--- src/rtl/sdiv_pkg.sv ---
// Package: shared operand class codes and special-result selector for the
// sequential significand divider. Codes are fixed because callers encode them.
package sdiv_pkg;

    typedef enum logic [2:0] {
        CLS_ZERO = 3'd0,
        CLS_NORM = 3'd1,
        CLS_INF  = 3'd2,
        CLS_QNAN = 3'd3,
        CLS_SNAN = 3'd4
    } opclass_e;

    typedef enum logic [1:0] {
        PICK_X    = 2'd0,
        PICK_Y    = 2'd1,
        PICK_NONE = 2'd2
    } pick_e;

endpackage

--- src/rtl/sdiv_special.sv ---
// Module: sdiv_special
// Combinational decision table for non-normal operand pairs. Decides whether
// the division is a special case, which operand (if any) supplies the
// payload, the result class and sign, and the exception flags.
// Assumes: class codes outside the enum are not presented.
module sdiv_special
    import sdiv_pkg::*;
(
    input  opclass_e x_cls,
    input  opclass_e y_cls,
    input  logic     x_sign,
    input  logic     y_sign,
    output logic     special,
    output opclass_e cls,
    output logic     sign,
    output pick_e    pick,
    output logic     inv,
    output logic     dz
);

    logic x_nan, y_nan, x_edge;

    assign x_nan  = (x_cls == CLS_QNAN) || (x_cls == CLS_SNAN);
    assign y_nan  = (y_cls == CLS_QNAN) || (y_cls == CLS_SNAN);
    assign x_edge = (x_cls == CLS_INF)  || (x_cls == CLS_ZERO);

    // Priority-ordered case table: NaN, odd dividend, odd divisor, normal.
    always_comb begin
        special = 1'b0;
        cls     = CLS_NORM;
        sign    = x_sign ^ y_sign;
        pick    = PICK_NONE;
        inv     = 1'b0;
        dz      = 1'b0;
        if (x_nan || y_nan) begin
            special = 1'b1;
            if (x_cls > y_cls) begin
                pick = PICK_X;
                cls  = x_cls;
                sign = x_sign;
            end else begin
                pick = PICK_Y;
                cls  = y_cls;
                sign = y_sign;
            end
        end else if (x_edge) begin
            special = 1'b1;
            if (x_cls == y_cls) begin
                cls  = CLS_QNAN;
                sign = 1'b0;
                inv  = 1'b1;
            end else begin
                pick = PICK_X;
                cls  = x_cls;
                sign = x_sign;
            end
        end else if (y_cls == CLS_INF) begin
            special = 1'b1;
            cls     = CLS_ZERO;
        end else if (y_cls == CLS_ZERO) begin
            special = 1'b1;
            cls     = CLS_INF;
            dz      = 1'b1;
        end
    end

endmodule

--- src/rtl/sdiv_core.sv ---
// Module: sdiv_core
// Radix-2 restoring divider datapath for normalized significands. On load it
// does the up-front trial X - Y; if negative it starts from 2X - Y instead,
// so the leading quotient bit is always 1. Each step shifts R left, trials
// R - Y and keeps the difference when its borrow is clear. Quotient bits
// shift in from the right, most significant first.
// Assumes: x_sig and y_sig have their top bit set when load is asserted.
module sdiv_core #(
    parameter int SIG_W = 24,
    parameter int QW    = 26
) (
    input  logic             clk,
    input  logic             rst_n,
    input  logic             load,
    input  logic             step,
    input  logic [SIG_W-1:0] x_sig,
    input  logic [SIG_W-1:0] y_sig,
    output logic             lead_ge,
    output logic [QW-1:0]    quo,
    output logic             rem_nz
);

    localparam int RW = SIG_W + 1;

    logic [RW-1:0]    rem_q;
    logic [SIG_W-1:0] y_q;
    logic [QW-1:0]    quo_q;
    logic [RW:0]      d_once;
    logic [RW-1:0]    d_twice;
    logic [RW:0]      shifted;
    logic [RW+1:0]    trial;
    logic             keep;
    logic             unused_bits;

    assign d_once      = {2'b00, x_sig} - {2'b00, y_sig};
    assign d_twice     = {x_sig, 1'b0} - {1'b0, y_sig};
    assign lead_ge     = ~d_once[RW];
    assign shifted     = {rem_q, 1'b0};
    assign trial       = {1'b0, shifted} - {3'b000, y_q};
    assign keep        = ~trial[RW+1];
    assign unused_bits = trial[RW] ^ shifted[RW];

    // Remainder, divisor and quotient registers: setup on load, one bit per step.
    always_ff @(posedge clk) begin
        if (!rst_n) begin
            rem_q <= '0;
            y_q   <= '0;
            quo_q <= '0;
        end else if (load) begin
            y_q   <= y_sig;
            rem_q <= lead_ge ? d_once[RW-1:0] : d_twice;
            quo_q <= QW'(1);
        end else if (step) begin
            rem_q <= keep ? trial[RW-1:0] : shifted[RW-1:0];
            quo_q <= {quo_q[QW-2:0], keep};
        end
    end

    assign quo    = quo_q;
    assign rem_nz = |rem_q;

    // restoring invariant, the partial remainder never reaches the divisor.
    a_r5_rem_below_divisor: assert property (@(posedge clk) disable iff (!rst_n)
        step |-> (rem_q < {1'b0, y_q}));

endmodule

--- src/rtl/seq_sig_div.sv ---
// Module: seq_sig_div (top)
// Sequential significand divider with start/busy/done handshake. The start
// cycle resolves special operands through sdiv_special, or loads sdiv_core
// and the exponent for a normal pair; then QW-1 loop cycles follow.
// Assumes: exponents are signed and unbiased; normal significands are 1.f.
module seq_sig_div
    import sdiv_pkg::*;
#(
    parameter int SIG_W = 24,
    parameter int EXP_W = 10,
    parameter int GR_W  = 2
) (
    input  logic                          clk,
    input  logic                          rst_n,
    input  logic                          start,
    input  logic                          x_sign,
    input  logic signed [EXP_W-1:0]       x_exp,
    input  logic [SIG_W-1:0]              x_sig,
    input  logic [2:0]                    x_cls,
    input  logic                          y_sign,
    input  logic signed [EXP_W-1:0]       y_exp,
    input  logic [SIG_W-1:0]              y_sig,
    input  logic [2:0]                    y_cls,
    output logic                          busy,
    output logic                          done,
    output logic                          res_sign,
    output logic signed [EXP_W+1:0]       res_exp,
    output logic [SIG_W+GR_W-1:0]         res_quo,
    output logic                          res_sticky,
    output logic [2:0]                    res_cls,
    output logic                          flag_inv,
    output logic                          flag_dz
);

    localparam int QW     = SIG_W + GR_W;
    localparam int OEXP_W = EXP_W + 2;
    localparam int CNT_W  = $clog2(QW);

    opclass_e                 xc, yc, sp_cls, cls_q;
    pick_e                    sp_pick;
    logic                     sp_special, sp_sign, sp_inv, sp_dz;
    logic                     lead_ge, rem_nz, accept;
    logic [QW-1:0]            core_quo, sp_quo, spec_quo_q;
    logic signed [OEXP_W-1:0] x_exp_w, y_exp_w, exp_diff, sp_exp, exp_q;
    logic                     run_q, done_q, sign_q, inv_q, dz_q;
    logic [CNT_W-1:0]         cnt_q;

    assign xc      = opclass_e'(x_cls);
    assign yc      = opclass_e'(y_cls);
    assign accept  = start && !run_q;
    assign x_exp_w = {{2{x_exp[EXP_W-1]}}, x_exp};
    assign y_exp_w = {{2{y_exp[EXP_W-1]}}, y_exp};
    assign exp_diff = x_exp_w - y_exp_w;

    sdiv_special u_special (
        .x_cls   (xc),
        .y_cls   (yc),
        .x_sign  (x_sign),
        .y_sign  (y_sign),
        .special (sp_special),
        .cls     (sp_cls),
        .sign    (sp_sign),
        .pick    (sp_pick),
        .inv     (sp_inv),
        .dz      (sp_dz)
    );

    sdiv_core #(.SIG_W(SIG_W), .QW(QW)) u_core (
        .clk     (clk),
        .rst_n   (rst_n),
        .load    (accept && !sp_special),
        .step    (run_q),
        .x_sig   (x_sig),
        .y_sig   (y_sig),
        .lead_ge (lead_ge),
        .quo     (core_quo),
        .rem_nz  (rem_nz)
    );

    // Special-result payload: chosen operand's exponent and significand, else fixed values.
    always_comb begin
        case (sp_pick)
            PICK_X:  begin sp_exp = x_exp_w; sp_quo = {x_sig, {GR_W{1'b0}}}; end
            PICK_Y:  begin sp_exp = y_exp_w; sp_quo = {y_sig, {GR_W{1'b0}}}; end
            default: begin sp_exp = '0;      sp_quo = sp_inv ? '1 : '0;      end
        endcase
    end

    // Handshake sequencer and result registers.
    always_ff @(posedge clk) begin
        if (!rst_n) begin
            run_q      <= 1'b0;
            done_q     <= 1'b0;
            cnt_q      <= '0;
            sign_q     <= 1'b0;
            exp_q      <= '0;
            spec_quo_q <= '0;
            cls_q      <= CLS_ZERO;
            inv_q      <= 1'b0;
            dz_q       <= 1'b0;
        end else begin
            done_q <= 1'b0;
            if (accept) begin
                sign_q <= sp_sign;
                cls_q  <= sp_cls;
                inv_q  <= sp_inv;
                dz_q   <= sp_dz;
                if (sp_special) begin
                    done_q     <= 1'b1;
                    exp_q      <= sp_exp;
                    spec_quo_q <= sp_quo;
                end else begin
                    run_q <= 1'b1;
                    cnt_q <= CNT_W'(QW - 1);
                    exp_q <= lead_ge ? exp_diff : exp_diff - OEXP_W'(1);
                end
            end else if (run_q) begin
                cnt_q <= cnt_q - CNT_W'(1);
                if (cnt_q == CNT_W'(1)) begin
                    run_q  <= 1'b0;
                    done_q <= 1'b1;
                end
            end
        end
    end

    assign busy       = run_q;
    assign done       = done_q;
    assign res_sign   = sign_q;
    assign res_exp    = exp_q;
    assign res_cls    = cls_q;
    assign res_quo    = (cls_q == CLS_NORM) ? core_quo : spec_quo_q;
    assign res_sticky = (cls_q == CLS_NORM) && rem_nz;
    assign flag_inv   = inv_q;
    assign flag_dz    = dz_q;

    // outputs idle in the first cycle after reset is released.
    a_r10_reset_idle: assert property (@(posedge clk) disable iff (!rst_n)
        $rose(rst_n) |-> (!busy && !done));

    // a result is never reported while the loop is still running.
    a_r8_done_not_busy: assert property (@(posedge clk) disable iff (!rst_n)
        done |-> !busy);

    // a start seen while busy does not disturb the captured exponent.
    a_r9_busy_start_ignored: assert property (@(posedge clk) disable iff (!rst_n)
        (busy && start) |=> $stable(res_exp));

    // a finished normal quotient is normalized.
    a_r5_leading_one: assert property (@(posedge clk) disable iff (!rst_n)
        (done && res_cls == CLS_NORM) |-> res_quo[QW-1]);

    // invalid flag only accompanies a generated quiet NaN.
    a_r2_inv_is_qnan: assert property (@(posedge clk) disable iff (!rst_n)
        (done && flag_inv) |-> (res_cls == CLS_QNAN));

    // divide-by-zero flag only accompanies an infinite result.
    a_r4_dz_is_inf: assert property (@(posedge clk) disable iff (!rst_n)
        (done && flag_dz) |-> (res_cls == CLS_INF));

endmodule

--- config.mk ---
export PLATFORM = sky130hd
export DESIGN_NAME = seq_sig_div
export DESIGN_NICKNAME = d
export VERILOG_FILES = /design/src/rtl/sdiv_pkg.sv /design/src/rtl/sdiv_special.sv /design/src/rtl/sdiv_core.sv /design/src/rtl/seq_sig_div.sv
export SDC_FILE = /design/constraint.sdc
export NUM_CORES = 1
export LEC_CHECK = 0
export ABC_AREA = 0
export BUFFER_PORTS_ARGS = -buffer_cell sky130_fd_sc_hd__buf_2
export CAP_MARGIN = 20
export CORE_MARGIN = 2
export CORE_UTILIZATION = 35
export CTS_CLUSTER_DIAMETER = 60
export DETAILED_ROUTE_END_ITERATION = 8
export PLACE_DENSITY_LB_ADDON = 0.2
export SYNTH_ARGS = -nofsm -noshare
export SYNTH_HDL_FRONTEND = slang
export SYNTH_SLANG_ARGS = --single-unit
--- constraint.sdc ---
create_clock -name clk -period 5.41 [get_ports clk]
set_clock_uncertainty 0.15 [all_clocks]
set_input_delay 0.2705 -clock clk [delete_from_list [all_inputs] [get_ports clk]]
set_output_delay 0.2705 -clock clk [all_outputs]
set_load 0.02 [all_outputs]
# Word-level counts from Yosys, hierarchy flattened
# Cells that the tools add are included.
dict set report totals {
  out_inout_bits 47
  regBits 126
  elab_cells 99
}
dict set report classes {
  order_cmp 1
  n_eq_ne 11
  reduce_logical 18
  bitwise 3
  n_addsub 6
  n_mux 47
}
# operator n
set ops {}
lappend ops {{two-way mux 25 bit} 4}
lappend ops {{two-way mux 26 bit} 2}
lappend ops {{case mux 26 bit (2 select lines)} 1}
lappend ops {{subtractor 26 x 24 -> 27 bit} 1}
lappend ops {{two-way mux 1 bit} 25}
lappend ops {{OR reduction 25 bit} 1}
lappend ops {{subtractor 24 x 24 -> 25 bit} 1}
lappend ops {{subtractor 25 x 24 -> 25 bit} 1}
lappend ops {{two-way mux 12 bit} 2}
lappend ops {{case mux 12 bit (2 select lines)} 1}
lappend ops {{two-way mux 3 bit} 5}
lappend ops {{two-way mux 5 bit} 3}
lappend ops {{equality test 3 x 2 -> 1 bit, second input constant} 4}
lappend ops {{subtractor 11 x 2 -> 12 bit, second input constant} 1}
lappend ops {{subtractor 10 x 10 -> 11 bit} 1}
lappend ops {{two-way mux 2 bit} 4}
lappend ops {{equality test 3 bit, second input constant} 2}
lappend ops {{logical NOT 3 bit} 2}
lappend ops {{equality test 5 x 1 -> 1 bit, second input constant} 1}
lappend ops {{subtractor 5 x 1 -> 5 bit, second input constant} 1}
lappend ops {{logical OR 1 bit} 4}
lappend ops {{AND reduction 2 bit} 2}
lappend ops {{nonzero test 2 bit} 2}
lappend ops {{equality test 3 x 1 -> 1 bit, second input constant} 1}
lappend ops {{10 further kinds} 14}

# Depth between registers and ports, before layout
# Gate-level depths: netlist of the first run.
dict set report depth {
  ltp_word 8
  depth_mapped 15
}

# Cells and area by module
# Synthesis of the first run repeated with hierarchy kept, for this count alone.
dict set report hier_totals {
  cells_unflattened 1370
  hier_area_um2 10960.5
}
# mod n_inst cells_per_inst area_each_um2
set modules_own_cells {}
lappend modules_own_cells {sdiv_core 1 894 6969.2}
lappend modules_own_cells {seq_sig_div 1 433 3692.3}
lappend modules_own_cells {sdiv_special 1 43 299.0}

# Worst setup path before layout of the first run
# No wires, ideal clock.
dict set report synth_path {
  path_type {register -> register}
  startpoint {reg u_core.y_q[9]}
  endpoint {reg u_core.rem_q[23]}
  arrival_ps 2726
  synth_period_minus_slack_ps 2990
  path_stages_with_launch 13
  path_slack_ps 2420
  setup_time_ps 115
  t_required_ps 5145
  path_cell_list {dfxtp_1 > inv_1 > ha_1 > a211o_1 > a221o_1 > a22oi_4 > a211oi_2 > o31ai_4 > nand2_4 > and3_4 > o211a_1 > a211o_1 > o21a_1}
}
dict set report synth_between {
  elab_chain_len 4
}
# element line
set synth_lines {}
lappend synth_lines {{start, declared} sdiv_core.sv:26} ;# logic [SIG_W-1:0] y_q;
lappend synth_lines {{start signal, assigned} sdiv_core.sv:50} ;# y_q <= y_sig;
lappend synth_lines {{subtractor 26 x 24 -> 27 bit} sdiv_core.sv:39} ;# assign trial = {1'b0, shifted} - {3'b000, y_q};
lappend synth_lines {{two-way mux 25 bit} sdiv_core.sv:54} ;# rem_q <= keep ? trial[RW-1:0] : shifted[RW-1:0];
lappend synth_lines {{two-way mux 25 bit} sdiv_core.sv:53} ;# end else if (step) begin
lappend synth_lines {{two-way mux 25 bit} sdiv_core.sv:49} ;# end else if (load) begin
lappend synth_lines {{end signal, assigned} sdiv_core.sv:51} ;# rem_q <= lead_ge ? d_once[RW-1:0] : d_twice;
lappend synth_lines {{end signal, assigned} sdiv_core.sv:54}
lappend synth_lines {{end, declared} sdiv_core.sv:25} ;# logic [RW-1:0] rem_q;
# No other way between the ends. The select of a mux whose other input is x is not followed.
# A chain may end at the register's enable or synchronous reset.

# Final worst setup path of the first run
dict set report layout_path {
  startpoint {in y_sig[2]}
  endpoint {reg u_core.rem_q[1]}
}
dict set report layout_between {
  elab_chain_len 3
}
# element line
set layout_lines {}
lappend layout_lines {{start, declared} seq_sig_div.sv:22} ;# input logic [SIG_W-1:0] y_sig,
lappend layout_lines {{subtractor 24 x 24 -> 25 bit} sdiv_core.sv:35} ;# assign d_once = {2'b00, x_sig} - {2'b00, y_sig};
lappend layout_lines {{two-way mux 25 bit} sdiv_core.sv:51}
lappend layout_lines {{two-way mux 25 bit} sdiv_core.sv:49}
# No other way between the ends.

==> results of run 1 <==
## what timing repair did
action	4_1_cts	5_1_grt
endpoints found under the setup margin	0	0
hold buffers	17	0
endpoints found under the hold margin	17	0
## critical path, delay by kind of cell
kind | cells | cell delay, ns
AOI/OAI and AO/OA | 7 | 2.19
buffers and inverters | 4 | 1.01
adders and majority gates | 1 | 0.33
muxes | 1 | 0.21
and+or+nand+nor | 1 | 0.17
## sequential cells by signal (all words and copies together) (netlist names)
signal	count
busy	1
cnt_q	5
done	1
flag_dz	1
flag_inv	1
res_cls	3
res_exp	12
res_sign	1
spec_quo_q	25
u_core.quo	26
u_core.rem_q	25
u_core.y_q	24
## power by group through the flow
| stage | logic, mW | registers [mW] | clock network (mW) |
|---|---|---|---|
| floorplan | 1.45 | 1.09 | 0 |
| global placement | 1.85 | 1.10 | 0 |
| detailed placement | 1.85 | 1.10 | 0 |
| CTS | 1.87 | 1.08 | 1.26 |
| global route | 2.09 | 1.10 | 1.29 |
| finish | 1.88 | 1.08 | 1.23 |
## synthesized netlist by cell type (5+ instances only)
master,n
a221o_1,6
nand2b_1,22
a31oi_1,19
nand3_1,15
o21ai_0,77
or3_1,10
nor2b_1,6
o221a_2,24
o31a_1,5
clkbuf_1,49
o21ai_1,5
mux2i_1,32
a221oi_1,8
o21bai_1,9
a211oi_1,18
o21a_1,12
o22ai_1,5
and3_1,15
and2_1,8
buf_1,6
a21oi_1,141
a21boi_0,6
nor4_1,9
xor2_1,34
inv_1,93
nand2_1,178
mux2_2,26
o211ai_1,28
xnor2_1,33
nor3b_1,6
dfxtp_1,125
ha_1,86
a21o_1,35
nor3_1,17
nor2_1,104
## metal layers
metal  GRT usage (%)  vias to the layer above  wire [um]
li1                -                     5038          -
met4            6.49                        0        524
met1            30.4                     4634      16400
met3            2.08                       33       1230
met5               0                        -          0
met2            30.7                      222      13300
## layout make-up
class / instances / area, um^2
Multi-Input combinational cell: 1061 / 7160
Tap cell: 384 / 480
Fill cell: 2976 / 16800
Timing Repair Buffer: 154 / 886
Clock inverter: 12 / 160
Clock buffer: 20 / 478
Sequential cell: 125 / 2510
Inverter: 93 / 349
Antenna cell: 3 / 7.51
## logic make-up after synthesis
family,synth area share [%]
compound gates,28.4
flops,24.4
xor+xnor,5.71
buf+inv,6.08
simple gates,18.2
fa+ha+maj,11.3
mux,5.97
## path summary, 6_finish.rpt
check                               from                             to  slack [ns]  cells past startpoint
max                             y_sig[2]   u_core.rem_q[1]$_SDFFE_PN0P_        1.42                     14
max reg2reg   u_core.y_q[4]$_SDFFE_PN0P_  u_core.rem_q[23]$_SDFFE_PN0P_        1.98                     12
min reg2reg  u_core.y_q[10]$_SDFFE_PN0P_    u_core.y_q[10]$_SDFFE_PN0P_        0.30                      2
min                             y_sig[7]     u_core.y_q[7]$_SDFFE_PN0P_       0.005                      3
## per-stage QoR
stage          instance area [um^2]  setup WS, ns  hold slack (ns)
4_1_cts                       12000          1.47         0.000185
6_report                      12000          1.42          0.00486
3_3_place_gp                  11200          1.61            0.294
3_5_place_dp                  11200          1.53            0.297
2_1_floorplan                 10300          2.42            0.256
5_1_grt                       12000          1.15           0.0170
==> reports/results.ini, run 1 <==
[run_status]
status=finished, final reports clean

[power_and_ir_drop]
seq_power_share_pct=25.8
power.internal_mw=2.55
pwr-share-comb_pct=44.8
p_leak_nw=5.32
netSwitchingFraction_pct=39.3
power_density_nw_per_um2=349
p_sw_mw=1.65
power_frac_clock_pct=29.3
power_mw=4.20
vdd_ir_drop_max_v=0.000210

[yosys]
synth_warnings=0
synth_edf_count=0
postSynth.asyncResetShare_pct=0
synth_area_leaders=dfxtp_1 (24%), ha_1 (10%), a21oi_1 (6.9%)
synth.distinct_cells=73
netlist_area_um2=10300
yosysTopAreaCellShare_pct=24.4
ys.flop_type=dfxtp_1
ys_seq_elements=125
syn_area_per_cell_um2=7.65
syn_nets=1512
synth_cells=1343
ys_seq_area_share_pct=24.4
synth_top_area_cell=dfxtp_1

[timing]
hold_viol_final=0
fmaxAchievable_ghz=0.251
slew_violations=0
worst_pin_slew_ns=1.07
setup_tns_ns=0
rsz0062_at_grt=false
setup_violations=0
fin_crit_ns=3.99
slew_headroom_pct=28.4
fin_crit_sh_pct=73.7

[global_routing]
grt_pass1_wl_um=50700
grt_max_degree=69
grt_remaining_overflow=0
grt_pass1_vias=9293
antenna_found_initial=3
grtUsageTotal_pct=20.4

[clock_network]
htreeDepth=4
numCtsBuffers=17
insertion_delay_ns=0.43
cts_sinks=125
cts_setup_buffers=0
cts_resized=0
path_clk_slew_ns=0.06
root_buffer=clkbuf_16
clk_path_buf_depth=2
cts_tree=yes

[worst_setup_path]
path_max_fanout=19
cpMaxStageDelayCell=o21a_1
worstPathArrival_ns=4.20
worst_setup_path_start_kind=input pin
critPathKind=in2reg
crit_chain=dlygate4sd3_1 -> buf_2 -> inv_1 -> ha_1 -> nor2b_1 -> o31a_1 -> o41ai_2 -> o211ai_1 -> a31oi_1 -> o21a_1 -> buf_4 -> mux2i_1 -> o221ai_1 -> a21oi_1
endpoint_kind=register
cp.required_ns=5.62
cp_slowest_stage_delay_ns=0.60

[routing]
wl_per_cell_um=17.0
dr_total_vias=9927
viasPerCell=5.36
first_pass_iters=5
drc=0
routed_wl_um=31500
drt-initial-drc-count=603
ant_nets=0

[die]
die_h_um=175
die_w_um=175
core_area_um2=28800
start_util_pct=35.7
die-area_um2=30700
rows=62
io_pins=126

[cells_and_area]
nets=1621
layout_commonest_cell=nand2_1
layout-drive-gt1-share_pct=16.9
stdcell_count=1852
post-route-util_pct=41.8
area_delta_synth_final_pct=17.1
layout_common_cells=nand2_1 (178), a21oi_1 (141), buf_2 (125), dfxtp_1 (124), nor2_1 (102)

[place]
dp_cells=1800
hpwl_um=23800
gp_congestion=0.943
io_buffers=125

[hold_path]
hold_class=in2reg

[flow_run]
max_cap_violations=0

(Power assumes the default switching activity.)
==> inputs of run 2 (changes only) <==
- clock period: 5.41 -> 3.3 ns (I/O delays scaled with it)
==> reports/results.ini, run 2 (synthesis gave the netlist of run 1 again) <==
[cells_and_area]
layout-drive-gt1-share_pct=22.0
nets=1678
layout_common_cells=nand2_1 (178), a21oi_1 (137), buf_2 (122), dfxtp_1 (120), nor2_1 (100)
n_antenna_cell=0
final.fill_count=2912
seqCellArea_um2=2510
largest_register_ffs=26
area_delta_synth_final_pct=25.4
layout_commonest_cell=nand2_1
post-route-util_pct=44.7
multi_input_area_um2=7410

[routing]
drt-initial-drc-count=611
drc=0
viasPerCell=5.40
wl_per_cell_um=17.1
ant_nets=0
dr_total_vias=10300
first_pass_iters=5
met2_length_um=14400
drt-met1-wl_um=16200
route.top_layer_used=met4
route.met3.wl_um=1580
routed_wl_um=32700

[worst_setup_path]
worstPathArrival_ns=3.36
worst_setup_path_start_kind=input pin
cp.required_ns=3.47
path_max_fanout=3
endpoint_kind=register
critPathKind=in2reg

[clock_network]
numCtsBuffers=17
cts_tree=yes
root_buffer=clkbuf_16
clk_path_buf_depth=2
insertion_delay_ns=0.42
path_clk_slew_ns=0.06
cts_sinks=125
htreeDepth=4

[power_and_ir_drop]
power.internal_mw=4.63
pwr-share-comb_pct=47.5
power_mw=7.44
power_density_nw_per_um2=578
vdd_ir_drop_max_v=0.000380
seq_power_share_pct=24.0
p_sw_mw=2.81
p_leak_nw=5.67
power_frac_clock_pct=28.5
netSwitchingFraction_pct=37.8

[global_routing]
grt_max_degree=68
grt_remaining_overflow=0
grtUsageTotal_pct=20.8
antenna_found_initial=0
grt_pass1_vias=9707
grt_pass1_wl_um=51600

[die]
die_h_um=175
start_util_pct=35.7
rows=62
core_area_um2=28800
die-area_um2=30700
io_pins=126
die_w_um=175

[timing]
fin_crit_sh_pct=96.7
worst_pin_slew_ns=1.12
fmaxAchievable_ghz=0.314
slew_violations=0
fin_crit_ns=3.19
slew_headroom_pct=25.0
hold_viol_final=0
layout_setup_ws_ns=0.110
setup_violations=0

[place]
hpwl_um=24700
pre_cts_slack_ns=-0.0175
io_buffers=125
gp_congestion=0.920

[hold_path]
hold_class=in2reg

[flow_run]
max_cap_violations=0

[run_status]
status=finished, final reports clean

==> run 2: cell count changes in the layout (fill, tap and decap cells not counted), sizes merged, moves of 2 or more <==
cell,previous run,this run
bufinv,3,5
diode,3,0
buf,137,182
dlygate4sd3,17,25
==> run 2: what timing repair did <==
item                       4_1_cts  5_1_grt
hold endpoints to repair        26        0
setup buffers                    0       12
gates resized for setup          0       53
hold buffers                    26        0
setup endpoints to repair        0       30
==> run 2: layout make-up <==
type                    instances  share of cell area (%)
flip-flops and latches        125                    19.5
inverters                      93                    2.71
well taps                     384                    3.73
clock buffers                  19                    3.52
repair buffers                210                    11.3
multi-input cells            1062                    57.6
clock inverters                13                    1.65
==> run 2: final timing paths <==
path	start	end	slack [ns]	cells past startpoint
hold / removal	y_exp[8]	res_exp[8]$_SDFFE_PN0P_	0.02	5
setup reg to reg	u_core.y_q[9]$_SDFFE_PN0P_	u_core.rem_q[23]$_SDFFE_PN0P_	0.15	12
hold reg to reg	u_core.y_q[7]$_SDFFE_PN0P_	u_core.y_q[7]$_SDFFE_PN0P_	0.30	2
setup / recovery	y_sig[5]	u_core.rem_q[15]$_SDFFE_PN0P_	0.11	14
==> run 2: metrics by stage <==
stage / std cells / hold WS [ns] / instance area [um^2] / setup TNS, ns
6_report: 1906 / 0.0216 / 12900 / 0
5_1_grt: 1906 / 0.0137 / 12900 / -0.0543
4_1_cts: 1891 / 0.00743 / 12400 / 0
3_5_place_dp: 1833 / 0.296 / 11500 / -0.0175
3_3_place_gp: 1833 / 0.288 / 11500 / 0
2_1_floorplan: 1343 / 0.151 / 10300 / 0
==> run 2: worst max-delay path: stages <==
cell and delay [ns]:
dlygate4sd3_1 0.54, buf_2 0.16, inv_1 0.10, ha_1 0.24, or2_2 0.32, or3_1 0.40
a31oi_2 0.26, buf_4 0.16, o21bai_1 0.06, a21o_1 0.20, a21boi_0 0.23, xnor2_1 0.15
mux2i_1 0.09, a221oi_1 0.28
==> run 2: power by group through the flow <==
stage	sequential, mW	clock (mW)	combinational [mW]
final	1.79	2.12	3.53
after CTS	1.78	2.15	3.27
after detailed placement	1.81	0	3.22
after floorplan	1.79	0	2.38
after global routing	1.81	2.23	3.89
after global placement	1.81	0	3.22
==> run 2: routing by layer <==
metal,GRT usage (%),up-vias
li1,-,5173
met1,30.3,4831
met2,31.9,257
met3,2.79,32
met4,5.83,0
met5,0,-
